[config.mk]
export PLATFORM = sky130hd
export DESIGN_NAME = lite_rr_arbiter
export DESIGN_NICKNAME = d
export VERILOG_FILES = /design/src/rtl/lra_pkg.sv /design/src/rtl/lra_rr_pick.sv /design/src/rtl/lra_grant_ctrl.sv /design/src/rtl/lra_route.sv /design/src/rtl/lite_rr_arbiter.sv
export SDC_FILE = /design/constraint.sdc
export NUM_CORES = 1
export LEC_CHECK = 0
export CAP_MARGIN = 25
export CORE_AREA = 4 4 229 231
export DETAILED_ROUTE_END_ITERATION = 7
export DIE_AREA = 0 0 233 235
export DONT_BUFFER_PORTS = 1
export HOLD_SLACK_MARGIN = 0.02
export PLACE_DENSITY = 0.3
export SLEW_MARGIN = 5
export SYNTH_ARGS = -nofsm -noshare
export SYNTH_HDL_FRONTEND = slang
export SYNTH_SLANG_ARGS = --single-unit
[constraint.sdc]
create_clock -name clk -period 3.6 [get_ports clk]
set_input_delay 0.72 -clock clk [delete_from_list [all_inputs] [get_ports clk]]
set_output_delay 0.72 -clock clk [all_outputs]
set_load 0.01 [all_outputs]
[src/rtl/lra_pkg.sv]
package lra_pkg;

    typedef enum logic {
        XK_READ  = 1'b0,
        XK_WRITE = 1'b1
    } xkind_e;

    // Channel beats already accepted within the current grant
    typedef struct packed {
        logic aw;
        logic w;
        logic ar;
    } taken_t;

    function automatic int unsigned wrap_idx(int unsigned base, int unsigned step, int unsigned n);
        return (base + step) % n;
    endfunction

endpackage

[src/rtl/lra_rr_pick.sv]
module lra_rr_pick
    import lra_pkg::*;
#(
    parameter int N  = 3,
    parameter int IW = (N > 1) ? $clog2(N) : 1
) (
    input  logic [N-1:0]  req,
    input  logic [IW-1:0] last,
    output logic          found,
    output logic [IW-1:0] pick
);

    int unsigned idx_v;

    // Search starts one past the last owner and wraps; the last owner is tried last
    always_comb begin
        found = 1'b0;
        pick  = '0;
        idx_v = 0;
        for (int k = 1; k <= N; k++) begin
            idx_v = wrap_idx(int'(last), k, N);
            if (!found && req[idx_v]) begin
                found = 1'b1;
                pick  = IW'(idx_v);
            end
        end
    end

endmodule

[src/rtl/lra_grant_ctrl.sv]
module lra_grant_ctrl
    import lra_pkg::*;
#(
    parameter int N  = 3,
    parameter int IW = (N > 1) ? $clog2(N) : 1
) (
    input  logic          clk,
    input  logic          rst,
    input  logic [N-1:0]  req,
    input  logic [N-1:0]  wr_req,
    input  logic          aw_hs,
    input  logic          w_hs,
    input  logic          ar_hs,
    input  logic          resp_hs,
    output logic [IW-1:0] grant,
    output logic          active,
    output xkind_e        kind,
    output taken_t        taken
);

    logic [IW-1:0] grant_q;
    logic          active_q;
    logic          own_q;
    xkind_e        kind_q;
    taken_t        taken_q;

    logic          rr_found;
    logic [IW-1:0] rr_idx;
    logic          keep;
    logic          nxt_ok;
    logic [IW-1:0] nxt_idx;

    lra_rr_pick #(.N(N), .IW(IW)) u_pick (
        .req   (req),
        .last  (grant_q),
        .found (rr_found),
        .pick  (rr_idx)
    );

    // Owner still asking in the decision cycle keeps the slave
    always_comb begin
        keep    = own_q && req[grant_q];
        nxt_ok  = keep || rr_found;
        nxt_idx = keep ? grant_q : rr_idx;
    end

    always_ff @(posedge clk) begin
        if (rst) begin
            grant_q  <= IW'(N - 1);
            active_q <= 1'b0;
            own_q    <= 1'b0;
            kind_q   <= XK_READ;
            taken_q  <= '0;
        end else if (!active_q) begin
            if (nxt_ok) begin
                active_q <= 1'b1;
                grant_q  <= nxt_idx;
                own_q    <= 1'b1;
                kind_q   <= wr_req[nxt_idx] ? XK_WRITE : XK_READ;
                taken_q  <= '0;
            end
        end else begin
            if (aw_hs)   taken_q.aw <= 1'b1;
            if (w_hs)    taken_q.w  <= 1'b1;
            if (ar_hs)   taken_q.ar <= 1'b1;
            if (resp_hs) active_q   <= 1'b0;
        end
    end

    assign grant  = grant_q;
    assign active = active_q;
    assign kind   = kind_q;
    assign taken  = taken_q;

endmodule

[src/rtl/lra_route.sv]
module lra_route
    import lra_pkg::*;
#(
    parameter int N      = 3,
    parameter int IW     = 2,
    parameter int ADDR_W = 32,
    parameter int DATA_W = 32,
    parameter int STRB_W = 4
) (
    input  logic [IW-1:0]       grant,
    input  logic                active,
    input  xkind_e              kind,
    input  taken_t              taken,
    input  logic [N-1:0]        m_awvalid,
    output logic [N-1:0]        m_awready,
    input  logic [N*ADDR_W-1:0] m_awaddr,
    input  logic [N-1:0]        m_wvalid,
    output logic [N-1:0]        m_wready,
    input  logic [N*DATA_W-1:0] m_wdata,
    input  logic [N*STRB_W-1:0] m_wstrb,
    output logic [N-1:0]        m_bvalid,
    input  logic [N-1:0]        m_bready,
    output logic [N*2-1:0]      m_bresp,
    input  logic [N-1:0]        m_arvalid,
    output logic [N-1:0]        m_arready,
    input  logic [N*ADDR_W-1:0] m_araddr,
    output logic [N-1:0]        m_rvalid,
    input  logic [N-1:0]        m_rready,
    output logic [N*DATA_W-1:0] m_rdata,
    output logic [N*2-1:0]      m_rresp,
    output logic                s_awvalid,
    input  logic                s_awready,
    output logic [ADDR_W-1:0]   s_awaddr,
    output logic                s_wvalid,
    input  logic                s_wready,
    output logic [DATA_W-1:0]   s_wdata,
    output logic [STRB_W-1:0]   s_wstrb,
    input  logic                s_bvalid,
    output logic                s_bready,
    input  logic [1:0]          s_bresp,
    output logic                s_arvalid,
    input  logic                s_arready,
    output logic [ADDR_W-1:0]   s_araddr,
    input  logic                s_rvalid,
    output logic                s_rready,
    input  logic [DATA_W-1:0]   s_rdata,
    input  logic [1:0]          s_rresp
);

    logic       wr_ph;
    logic       rd_ph;
    logic [N-1:0] sel;

    assign wr_ph = active && (kind == XK_WRITE);
    assign rd_ph = active && (kind == XK_READ);

    // Return path towards each master
    for (genvar gi = 0; gi < N; gi++) begin : g_mst
        assign sel[gi]                    = (grant == IW'(gi));
        assign m_awready[gi]              = sel[gi] && wr_ph && !taken.aw && s_awready;
        assign m_wready[gi]               = sel[gi] && wr_ph && !taken.w  && s_wready;
        assign m_arready[gi]              = sel[gi] && rd_ph && !taken.ar && s_arready;
        assign m_bvalid[gi]               = sel[gi] && wr_ph && s_bvalid;
        assign m_rvalid[gi]               = sel[gi] && rd_ph && s_rvalid;
        assign m_bresp[gi*2 +: 2]         = s_bresp;
        assign m_rresp[gi*2 +: 2]         = s_rresp;
        assign m_rdata[gi*DATA_W +: DATA_W] = s_rdata;
    end

    // Forward path from the owner
    always_comb begin
        s_awaddr  = m_awaddr[int'(grant)*ADDR_W +: ADDR_W];
        s_wdata   = m_wdata[int'(grant)*DATA_W +: DATA_W];
        s_wstrb   = m_wstrb[int'(grant)*STRB_W +: STRB_W];
        s_araddr  = m_araddr[int'(grant)*ADDR_W +: ADDR_W];
        s_awvalid = wr_ph && !taken.aw && m_awvalid[grant];
        s_wvalid  = wr_ph && !taken.w  && m_wvalid[grant];
        s_bready  = wr_ph && m_bready[grant];
        s_arvalid = rd_ph && !taken.ar && m_arvalid[grant];
        s_rready  = rd_ph && m_rready[grant];
    end

endmodule

[src/rtl/lite_rr_arbiter.sv]
module lite_rr_arbiter
    import lra_pkg::*;
#(
    parameter int N_MST  = 3,
    parameter int ADDR_W = 32,
    parameter int DATA_W = 32,
    parameter int STRB_W = DATA_W / 8
) (
    input  logic                    clk,
    input  logic                    rst,
    input  logic [N_MST-1:0]        m_awvalid,
    output logic [N_MST-1:0]        m_awready,
    input  logic [N_MST*ADDR_W-1:0] m_awaddr,
    input  logic [N_MST-1:0]        m_wvalid,
    output logic [N_MST-1:0]        m_wready,
    input  logic [N_MST*DATA_W-1:0] m_wdata,
    input  logic [N_MST*STRB_W-1:0] m_wstrb,
    output logic [N_MST-1:0]        m_bvalid,
    input  logic [N_MST-1:0]        m_bready,
    output logic [N_MST*2-1:0]      m_bresp,
    input  logic [N_MST-1:0]        m_arvalid,
    output logic [N_MST-1:0]        m_arready,
    input  logic [N_MST*ADDR_W-1:0] m_araddr,
    output logic [N_MST-1:0]        m_rvalid,
    input  logic [N_MST-1:0]        m_rready,
    output logic [N_MST*DATA_W-1:0] m_rdata,
    output logic [N_MST*2-1:0]      m_rresp,
    output logic                    s_awvalid,
    input  logic                    s_awready,
    output logic [ADDR_W-1:0]       s_awaddr,
    output logic                    s_wvalid,
    input  logic                    s_wready,
    output logic [DATA_W-1:0]       s_wdata,
    output logic [STRB_W-1:0]       s_wstrb,
    input  logic                    s_bvalid,
    output logic                    s_bready,
    input  logic [1:0]              s_bresp,
    output logic                    s_arvalid,
    input  logic                    s_arready,
    output logic [ADDR_W-1:0]       s_araddr,
    input  logic                    s_rvalid,
    output logic                    s_rready,
    input  logic [DATA_W-1:0]       s_rdata,
    input  logic [1:0]              s_rresp
);

    localparam int IW = (N_MST > 1) ? $clog2(N_MST) : 1;

    logic [N_MST-1:0] req;
    logic [N_MST-1:0] wr_req;
    logic [IW-1:0]    grant;
    logic             active;
    xkind_e           kind;
    taken_t           taken;
    logic             aw_hs;
    logic             w_hs;
    logic             ar_hs;
    logic             resp_hs;

    assign req     = m_awvalid | m_wvalid | m_arvalid;
    assign wr_req  = m_awvalid | m_wvalid;
    assign aw_hs   = s_awvalid && s_awready;
    assign w_hs    = s_wvalid && s_wready;
    assign ar_hs   = s_arvalid && s_arready;
    assign resp_hs = (s_bvalid && s_bready) || (s_rvalid && s_rready);

    lra_grant_ctrl #(.N(N_MST), .IW(IW)) u_ctrl (
        .clk     (clk),
        .rst     (rst),
        .req     (req),
        .wr_req  (wr_req),
        .aw_hs   (aw_hs),
        .w_hs    (w_hs),
        .ar_hs   (ar_hs),
        .resp_hs (resp_hs),
        .grant   (grant),
        .active  (active),
        .kind    (kind),
        .taken   (taken)
    );

    lra_route #(
        .N(N_MST), .IW(IW), .ADDR_W(ADDR_W), .DATA_W(DATA_W), .STRB_W(STRB_W)
    ) u_route (
        .grant     (grant),
        .active    (active),
        .kind      (kind),
        .taken     (taken),
        .m_awvalid (m_awvalid),
        .m_awready (m_awready),
        .m_awaddr  (m_awaddr),
        .m_wvalid  (m_wvalid),
        .m_wready  (m_wready),
        .m_wdata   (m_wdata),
        .m_wstrb   (m_wstrb),
        .m_bvalid  (m_bvalid),
        .m_bready  (m_bready),
        .m_bresp   (m_bresp),
        .m_arvalid (m_arvalid),
        .m_arready (m_arready),
        .m_araddr  (m_araddr),
        .m_rvalid  (m_rvalid),
        .m_rready  (m_rready),
        .m_rdata   (m_rdata),
        .m_rresp   (m_rresp),
        .s_awvalid (s_awvalid),
        .s_awready (s_awready),
        .s_awaddr  (s_awaddr),
        .s_wvalid  (s_wvalid),
        .s_wready  (s_wready),
        .s_wdata   (s_wdata),
        .s_wstrb   (s_wstrb),
        .s_bvalid  (s_bvalid),
        .s_bready  (s_bready),
        .s_bresp   (s_bresp),
        .s_arvalid (s_arvalid),
        .s_arready (s_arready),
        .s_araddr  (s_araddr),
        .s_rvalid  (s_rvalid),
        .s_rready  (s_rready),
        .s_rdata   (s_rdata),
        .s_rresp   (s_rresp)
    );

endmodule

==> results.sh, run 1 <==
export IMPL_required_ps=3720
export IMPL_finalSetupTns_ps=0
export IMPL_dr_wl_met2_um=9295
export IMPL_clkTransAtPathRegs_ps=40
export IMPL_peakVddDrop_v=0.0001196
export IMPL_final_antenna_net_count=0
export IMPL_grt_max_degree=69
export IMPL_worst_path_max_delay_cell="dfxtp_4"
export IMPL_switchingPower_w=0.0006477
export IMPL_drt_iter0_drc=129
export IMPL_vias=3488
export IMPL_yosys_warnings=0
export IMPL_yosys_register_bits=8
export IMPL_cp_max_fo=48
export IMPL_first_global_vias=3517
export IMPL_route_detailed_drc=0
export IMPL_cts_tree="done"
export IMPL_synth_edf_count=0
export IMPL_postCtsSetupBuffers=0
export IMPL_grt_pass1_wl_um=21690
export IMPL_fin_worst_skew_ps=2.521
export IMPL_p_leak_nw=1.405
export IMPL_routedWlPerCell_um=15.10
export IMPL_cp_arrival_ps=2980
export IMPL_clock_power_share=0.164
export IMPL_pre_cts_ws_ps=718.9
export IMPL_fin_crit_sh=0.7924
export IMPL_crit_path_frequent_cell="o221a_1"
export IMPL_pwr_share_comb=0.720
export IMPL_top_layer="met4"
export IMPL_crit_type="reg2reg"
export IMPL_clockBufferDepth=2
export IMPL_tightest_slew_ps=798.7
export IMPL_drive_gt1_frac=0.05556
export IMPL_hold_path_class="reg2reg"
export IMPL_whs_path_depth=2
export IMPL_max_freq_mhz=350.5
export IMPL_cts_hold_buffers=0
export IMPL_syn_area_mm2=0.003754
export IMPL_die_w_um=233
export IMPL_cts_resized=0
export IMPL_period_needed_ps=2853
export IMPL_root_buffer="clkbuf_16"
export IMPL_syn_nets=931
export IMPL_clk_latency_ps=230
export IMPL_reg2reg_depth=8
export IMPL_h_tree_depth=1
export IMPL_path_cells="inv_1, ha_1, or4b_1, nor4_1, a22oi_1, and3_1, o221a_1, o221a_1"
export IMPL_fin_area_mm2=0.003797
export IMPL_dp_hpwl_um=14480
export IMPL_grt_remaining_overflow=0
export IMPL_setup_viol=0
export IMPL_critPathLaunchType="flip-flop"
export IMPL_maxSlewViolCount=0
export IMPL_fin_nets=795
export IMPL_seqPwrFrac=0.116
export IMPL_power_density_mw_per_mm2=311.1
export IMPL_status="completed"
export IMPL_cts_buffers=3
export IMPL_die_h_um=235
export IMPL_antenna_found_initial=0
export IMPL_initial_core_util=0.07497
export IMPL_fillers=5926
export IMPL_synthFlopType="dfxtp_1"
export IMPL_switching_share=0.5484
export IMPL_slew_headroom=0.4619
export IMPL_wl_met3_um=1800
export IMPL_met1_length_um=5033
export IMPL_grt_usage=0.05105
export IMPL_viasPerCell=3.159
export IMPL_maxCapViolations=0
export IMPL_gp_congestion=0.7395
export IMPL_syn_avg_cell_area_um2=6.597
export IMPL_setup_ws_ps=747.2
export IMPL_num_io_pins=586
export IMPL_seq_area_frac_synth=0.04267
export IMPL_ys_async_sr_fraction=0
export IMPL_wl_um=16670
export IMPL_cts_sinks=8
export IMPL_hold_viol_final=0
export IMPL_grt_setup_unrepaired="no"
export IMPL_worst_setup_path_end_kind="flip-flop"
export IMPL_syn_inst=569
export IMPL_whs_ps=498.3
export IMPL_dieArea_mm2=0.05476
export IMPL_slowest_delay_ps=620
export IMPL_area_growth_pct=1.167
export IMPL_internal_power_w=0.0005335
export IMPL_synth_cell_types=43
export IMPL_first_pass_iters=4
export IMPL_insertedDiodeCount=0
export IMPL_core_area_mm2=0.05007
export IMPL_port_buffers=0
export IMPL_dpl_cell_area_mm2=0.003719
export IMPL_rows=82
state kept, by name, summed over array words and instances (netlist names):
signal / flops
u_ctrl.own_q: 1
u_ctrl.kind: 1
u_ctrl.active: 1
u_ctrl.taken: 3
u_ctrl.grant: 2
cells by family after synthesis:
group                      Yosys count  share of synthesized area
muxes                              106                     0.2840
and+or+nand+nor                    164                     0.1953
adders and majority gates            4                    0.01333
AOI/OAI and AO/OA                  134                     0.2003
DFF                                  8                    0.04267
buffers and inverters              153                     0.2643
layer usage:
metal / vias up / GRT usage
li1: 1590 / -
met1: 1508 / 0.04462
met2: 336 / 0.1105
met3: 54 / 0.008963
met4: 0 / 0.01920
met5: - / 0
metrics by stage:
step | power, W | cells | util
floorplan | 0.0009488 | 569 | -
global placement | 0.001008 | 1100 | 0.07427
detailed placement | 0.001003 | 1100 | 0.07427
CTS | 0.001205 | 1104 | 0.07584
global route | 0.001271 | 1104 | 0.07584
finish | 0.001181 | 1104 | 0.07584
final cells by class:
| type | instances | area, um^2 | share of cell area |
|---|---|---|---|
| clock buffers | 4 | 78.83 | 0.02076 |
| inverters | 7 | 26.28 | 0.006919 |
| well taps | 672 | 840.8 | 0.2214 |
| repair buffers | 5 | 75.07 | 0.01977 |
| flip-flops and latches | 8 | 167.7 | 0.04415 |
| multi-input cells | 408 | 2609 | 0.6870 |
cells in the final DEF (no fill, tap or decap), drive strengths merged, types with 2 or more instances in the layout:
cell,synthesis,final
nor3,4,4
clkbuf,28,4
nor2,14,14
nor3b,3,3
buf,118,5
and2,4,4
and3,7,7
nor2b,3,3
o221a,2,2
a21boi,3,3
dfxtp,8,8
mux2,4,4
nand2b,3,3
a31oi,3,3
ha,4,4
o21ai,105,105
nor4,4,4
or3,4,4
o2bb2ai,2,2
mux2i,102,102
nand2,113,113
a22oi,3,3
inv,7,7
a21oi,7,7
worst paths after layout:
path,from,endpoint,slack (ps)
worst max-delay path,u_ctrl.grant[0],u_ctrl.kind,750
worst min-delay path,u_ctrl.taken[2],u_ctrl.taken[2],500
worst max register to register,u_ctrl.grant[0],u_ctrl.kind,750
worst min register to register,u_ctrl.taken[2],u_ctrl.taken[2],500
cells in the mapped netlist (4+ instances only):
library cell,count,area [um^2]
ha_1,4,50.05
nor2_1,14,52.55
and3_1,7,43.79
buf_2,10,50.05
clkbuf_1,28,105.1
inv_1,7,26.28
nor3_1,4,20.02
nand2_1,113,424.2
mux2i_1,102,1021
o21ai_0,105,525.5
buf_4,108,810.8
dfxtp_1,8,160.2
mux2_2,4,45.04
a21oi_1,7,35.03
and2_1,4,25.02
power by group through the flow:
| stage | Combinational [W] | Clock [W] | Sequential (W) |
|---|---|---|---|
| after CTS | 0.000867 | 0.000198 | 0.000140 |
| after global routing | 0.000926 | 0.000201 | 0.000143 |
| after global placement | 0.000868 | 0 | 0.000140 |
| after floorplan | 0.000842 | 0 | 0.000107 |
| final | 0.000851 | 0.000194 | 0.000137 |
| after detailed placement | 0.000862 | 0 | 0.000141 |
worst max-delay path, delay by kind of cell, from the launching register on:
kind            cells  cell delay, ps
flops               1             620
compound gates      3             580
buf+inv             1             230
fa+ha+maj           1             410
simple gates        3             870
Power figures use the tool's default switching activity.
==> run 2, diff against run 1 <==
--- a/config.mk
+++ b/config.mk
@@ -5,10 +5,11 @@
 export SDC_FILE = /design/constraint.sdc
 export NUM_CORES = 1
 export LEC_CHECK = 0
+export ABC_AREA = 1
 export CAP_MARGIN = 25
-export CORE_AREA = 4 4 229 231
+export CORE_AREA = 4 4 224 226
 export DETAILED_ROUTE_END_ITERATION = 7
-export DIE_AREA = 0 0 233 235
+export DIE_AREA = 0 0 228 230
 export DONT_BUFFER_PORTS = 1
 export HOLD_SLACK_MARGIN = 0.02
 export PLACE_DENSITY = 0.3
==> constraint.sdc (replaced) <==
create_clock -name clk -period 2.5 [get_ports clk]
set_input_delay 0.5 -clock clk [delete_from_list [all_inputs] [get_ports clk]]
set_output_delay 0.5 -clock clk [all_outputs]
set_load 0.01 [all_outputs]
==> results.sh, run 2 <==
export IMPL_syn_avg_cell_area_um2=5.257
export IMPL_die_h_um=230
export IMPL_ys_async_sr_fraction=0
export IMPL_syn_inst=724
export IMPL_synth_top_area_share=0.2630
export IMPL_pwr_share_comb=0.821
export IMPL_final_cell_mix="o21ai_0 (199), nand2_1 (137), nor2_1 (129)"
export IMPL_peakVddDrop_v=0.0001983
export IMPL_clock_power_share=0.114
export IMPL_grt_setup_unrepaired="no"
export IMPL_use_met1=0.08095
export IMPL_synthFlopType="dfxtp_1"
export IMPL_seq_area_frac_synth=0.04208
export IMPL_path_cells="inv_4, buf_12, buf_4, nor2_1, o21ai_0"
export IMPL_initial_core_util=0.07873
export IMPL_dp_cells=1236
export IMPL_cts_tree="done"
export IMPL_slew_headroom=0.6020
export IMPL_setup_ws_ps=163.1
export IMPL_h_tree_depth=1
export IMPL_viasPerCell=3.634
export IMPL_fin_nets=981
export IMPL_grt_pass1_wl_um=29710
export IMPL_route_detailed_drc=0
export IMPL_yosys_area_top_type="o21ai_0"
export IMPL_fillers=5740
export IMPL_pre_cts_ws_ps=101.5
export IMPL_num_io_pins=586
export IMPL_fin_worst_skew_ps=4.786
export IMPL_dp_hpwl_um=18910
export IMPL_drive_gt1_frac=0.1246
export IMPL_wl_um=21980
export IMPL_cts_sinks=8
export IMPL_switchingPower_w=0.001549
export IMPL_status="completed"
export IMPL_internal_power_w=0.0009726
export IMPL_drt_iter0_drc=336
export IMPL_finalSetupTns_ps=0
export IMPL_dieArea_mm2=0.05244
export IMPL_required_ps=2000
export IMPL_maxSlewViolCount=0
export IMPL_syn_area_mm2=0.003806
export IMPL_cts_hold_buffers=0
export IMPL_met3_usage=0.02701
export IMPL_period_needed_ps=2337
export IMPL_core_area_mm2=0.04834
export IMPL_area_growth_pct=6.772
export IMPL_rows=81
export IMPL_power_density_mw_per_mm2=620.5
export IMPL_slowest_delay_ps=430
export IMPL_yosys_warnings=0
export IMPL_routedWlPerCell_um=17.64
export IMPL_fin_util=0.08406
export IMPL_hold_path_class="in2reg"
export IMPL_p_leak_nw=1.488
export IMPL_vias=4528
export IMPL_synth_commonest_cells="o21ai_0 (200), nand2_1 (137), nor2_1 (129), buf_4 (108), clkbuf_1 (22)"
export IMPL_final_antenna_net_count=0
export IMPL_grt_max_degree=56
export IMPL_synth_cell_types=30
export IMPL_yosys_register_bits=8
export IMPL_synth_edf_count=0
export IMPL_syn_nets=1086
export IMPL_root_buffer="clkbuf_16"
export IMPL_worst_path_max_delay_cell="o21ai_0"
export IMPL_synth_most_common_cell="o21ai_0"
export IMPL_ys_top_cells_by_area="o21ai_0 (26%), buf_4 (21%), nand2_1 (14%)"
export IMPL_fin_crit_sh=0.9348
export IMPL_largest_reg_flops=3
export IMPL_grt_remaining_overflow=0
export IMPL_whs_ps=330.5
export IMPL_first_global_vias=4237
export IMPL_cp_max_fo=49
export IMPL_grt_usage=0.07421
export IMPL_switching_share=0.6143
export IMPL_setup_viol=0
export IMPL_antenna_found_initial=8
export IMPL_tightest_slew_ps=590.8
export IMPL_maxCapViolations=0
export IMPL_fin_cells=1246
export IMPL_worst_setup_path_end_kind="primary output"
export IMPL_crit_type="reg2out"
export IMPL_port_buffers=0
export IMPL_hold_viol_final=0
export IMPL_seqPwrFrac=0.065
export IMPL_top_usage_layer="met2"
export IMPL_clk_latency_ps=240
export IMPL_critPathLaunchType="flip-flop"
export IMPL_max_freq_mhz=427.9
export IMPL_use_met2=0.1314
export IMPL_clkTransAtPathRegs_ps=40
export IMPL_cts_buffers=3
export IMPL_final_common_cell="o21ai_0"
export IMPL_gp_congestion=0.8597
export IMPL_cp_arrival_ps=1840
export IMPL_postCtsSetupBuffers=0
export IMPL_die_w_um=228
export IMPL_first_pass_iters=5
export IMPL_clockBufferDepth=2
-- run 2: cell types whose count changed in the layout (fill, tap and decap cells not counted), sizes merged, moves of 4 or more --
cell / delta
nor2: +118
o21ai: +103
mux2i: -102
buf: +39
nand2: +30
nand3: +26
inv: +19
and3: -7
diode: +6
a21oi: +4
and2: -4
mux2: -4
nor4: -4
or3: -4
-- run 2: path summary, 6_finish.rpt --
kind,start,to,slack [ps],cells after the start
worst max-delay path,u_ctrl.grant[0],s_wdata[19],160,5
worst min-delay path,rst,u_ctrl.own_q,330,1
worst max register to register,u_ctrl.grant[0],u_ctrl.kind,410,13
worst min register to register,u_ctrl.taken[0],u_ctrl.taken[0],470,2
-- run 2: power groups by stage --
| stage | Clock, W | Combinational [W] | Sequential, W |
|---|---|---|---|
| after floorplan | 0 | 0.00152 | 0.000160 |
| after global placement | 0 | 0.00211 | 0.000167 |
| after detailed placement | 0 | 0.00211 | 0.000167 |
| after CTS | 0.000290 | 0.00213 | 0.000165 |
| after global routing | 0.000298 | 0.00231 | 0.000167 |
| final | 0.000286 | 0.00207 | 0.000165 |
-- run 2: critical path, delay by kind of cell, from the launching register on --
kind	cells	cell delay (ps)
DFF	1	360
buffers and inverters	3	690
AOI/OAI and AO/OA	1	430
and+or+nand+nor	1	40
-- run 2: layer usage --
layer | share of wire | vias up | wire, um
li1 | - | 2056 | -
met1 | 0.35 | 2050 | 7734
met2 | 0.50 | 378 | 11060
met3 | 0.11 | 42 | 2353
met4 | 0.037 | 2 | 817
met5 | 0.00059 | - | 13
-- run 2: through the flow --
stage / area (um^2) / power [W]
finish: 4064 / 0.002521
global placement: 3963 / 0.002273
global route: 4061 / 0.002773
floorplan: 3806 / 0.001678
CTS: 4045 / 0.002580
detailed placement: 3963 / 0.002280
-- run 2: cell type report --
class	instances	area (um^2)	share of cell area
inverter	27	110.1	0.02709
timing repair buffer	44	409.1	0.1007
tap	622	778.2	0.1915
clock buffer	4	78.83	0.01940
antenna	6	15.01	0.003695
multi-input combinational	535	2509	0.6173
sequential	8	163.9	0.04033
-- run 2: repair_timing --
item | 4_1_cts | 5_1_grt
endpoints found under the setup margin | 1 | 1
gates resized for setup | 1 | 1
cloned | 0 | 0
-- run 2: cell families after synthesis --
logic type      share of synthesized area
buf+inv                            0.2998
simple gates                       0.3379
flops                             0.04208
fa+ha+maj                         0.01315
compound gates                     0.3070
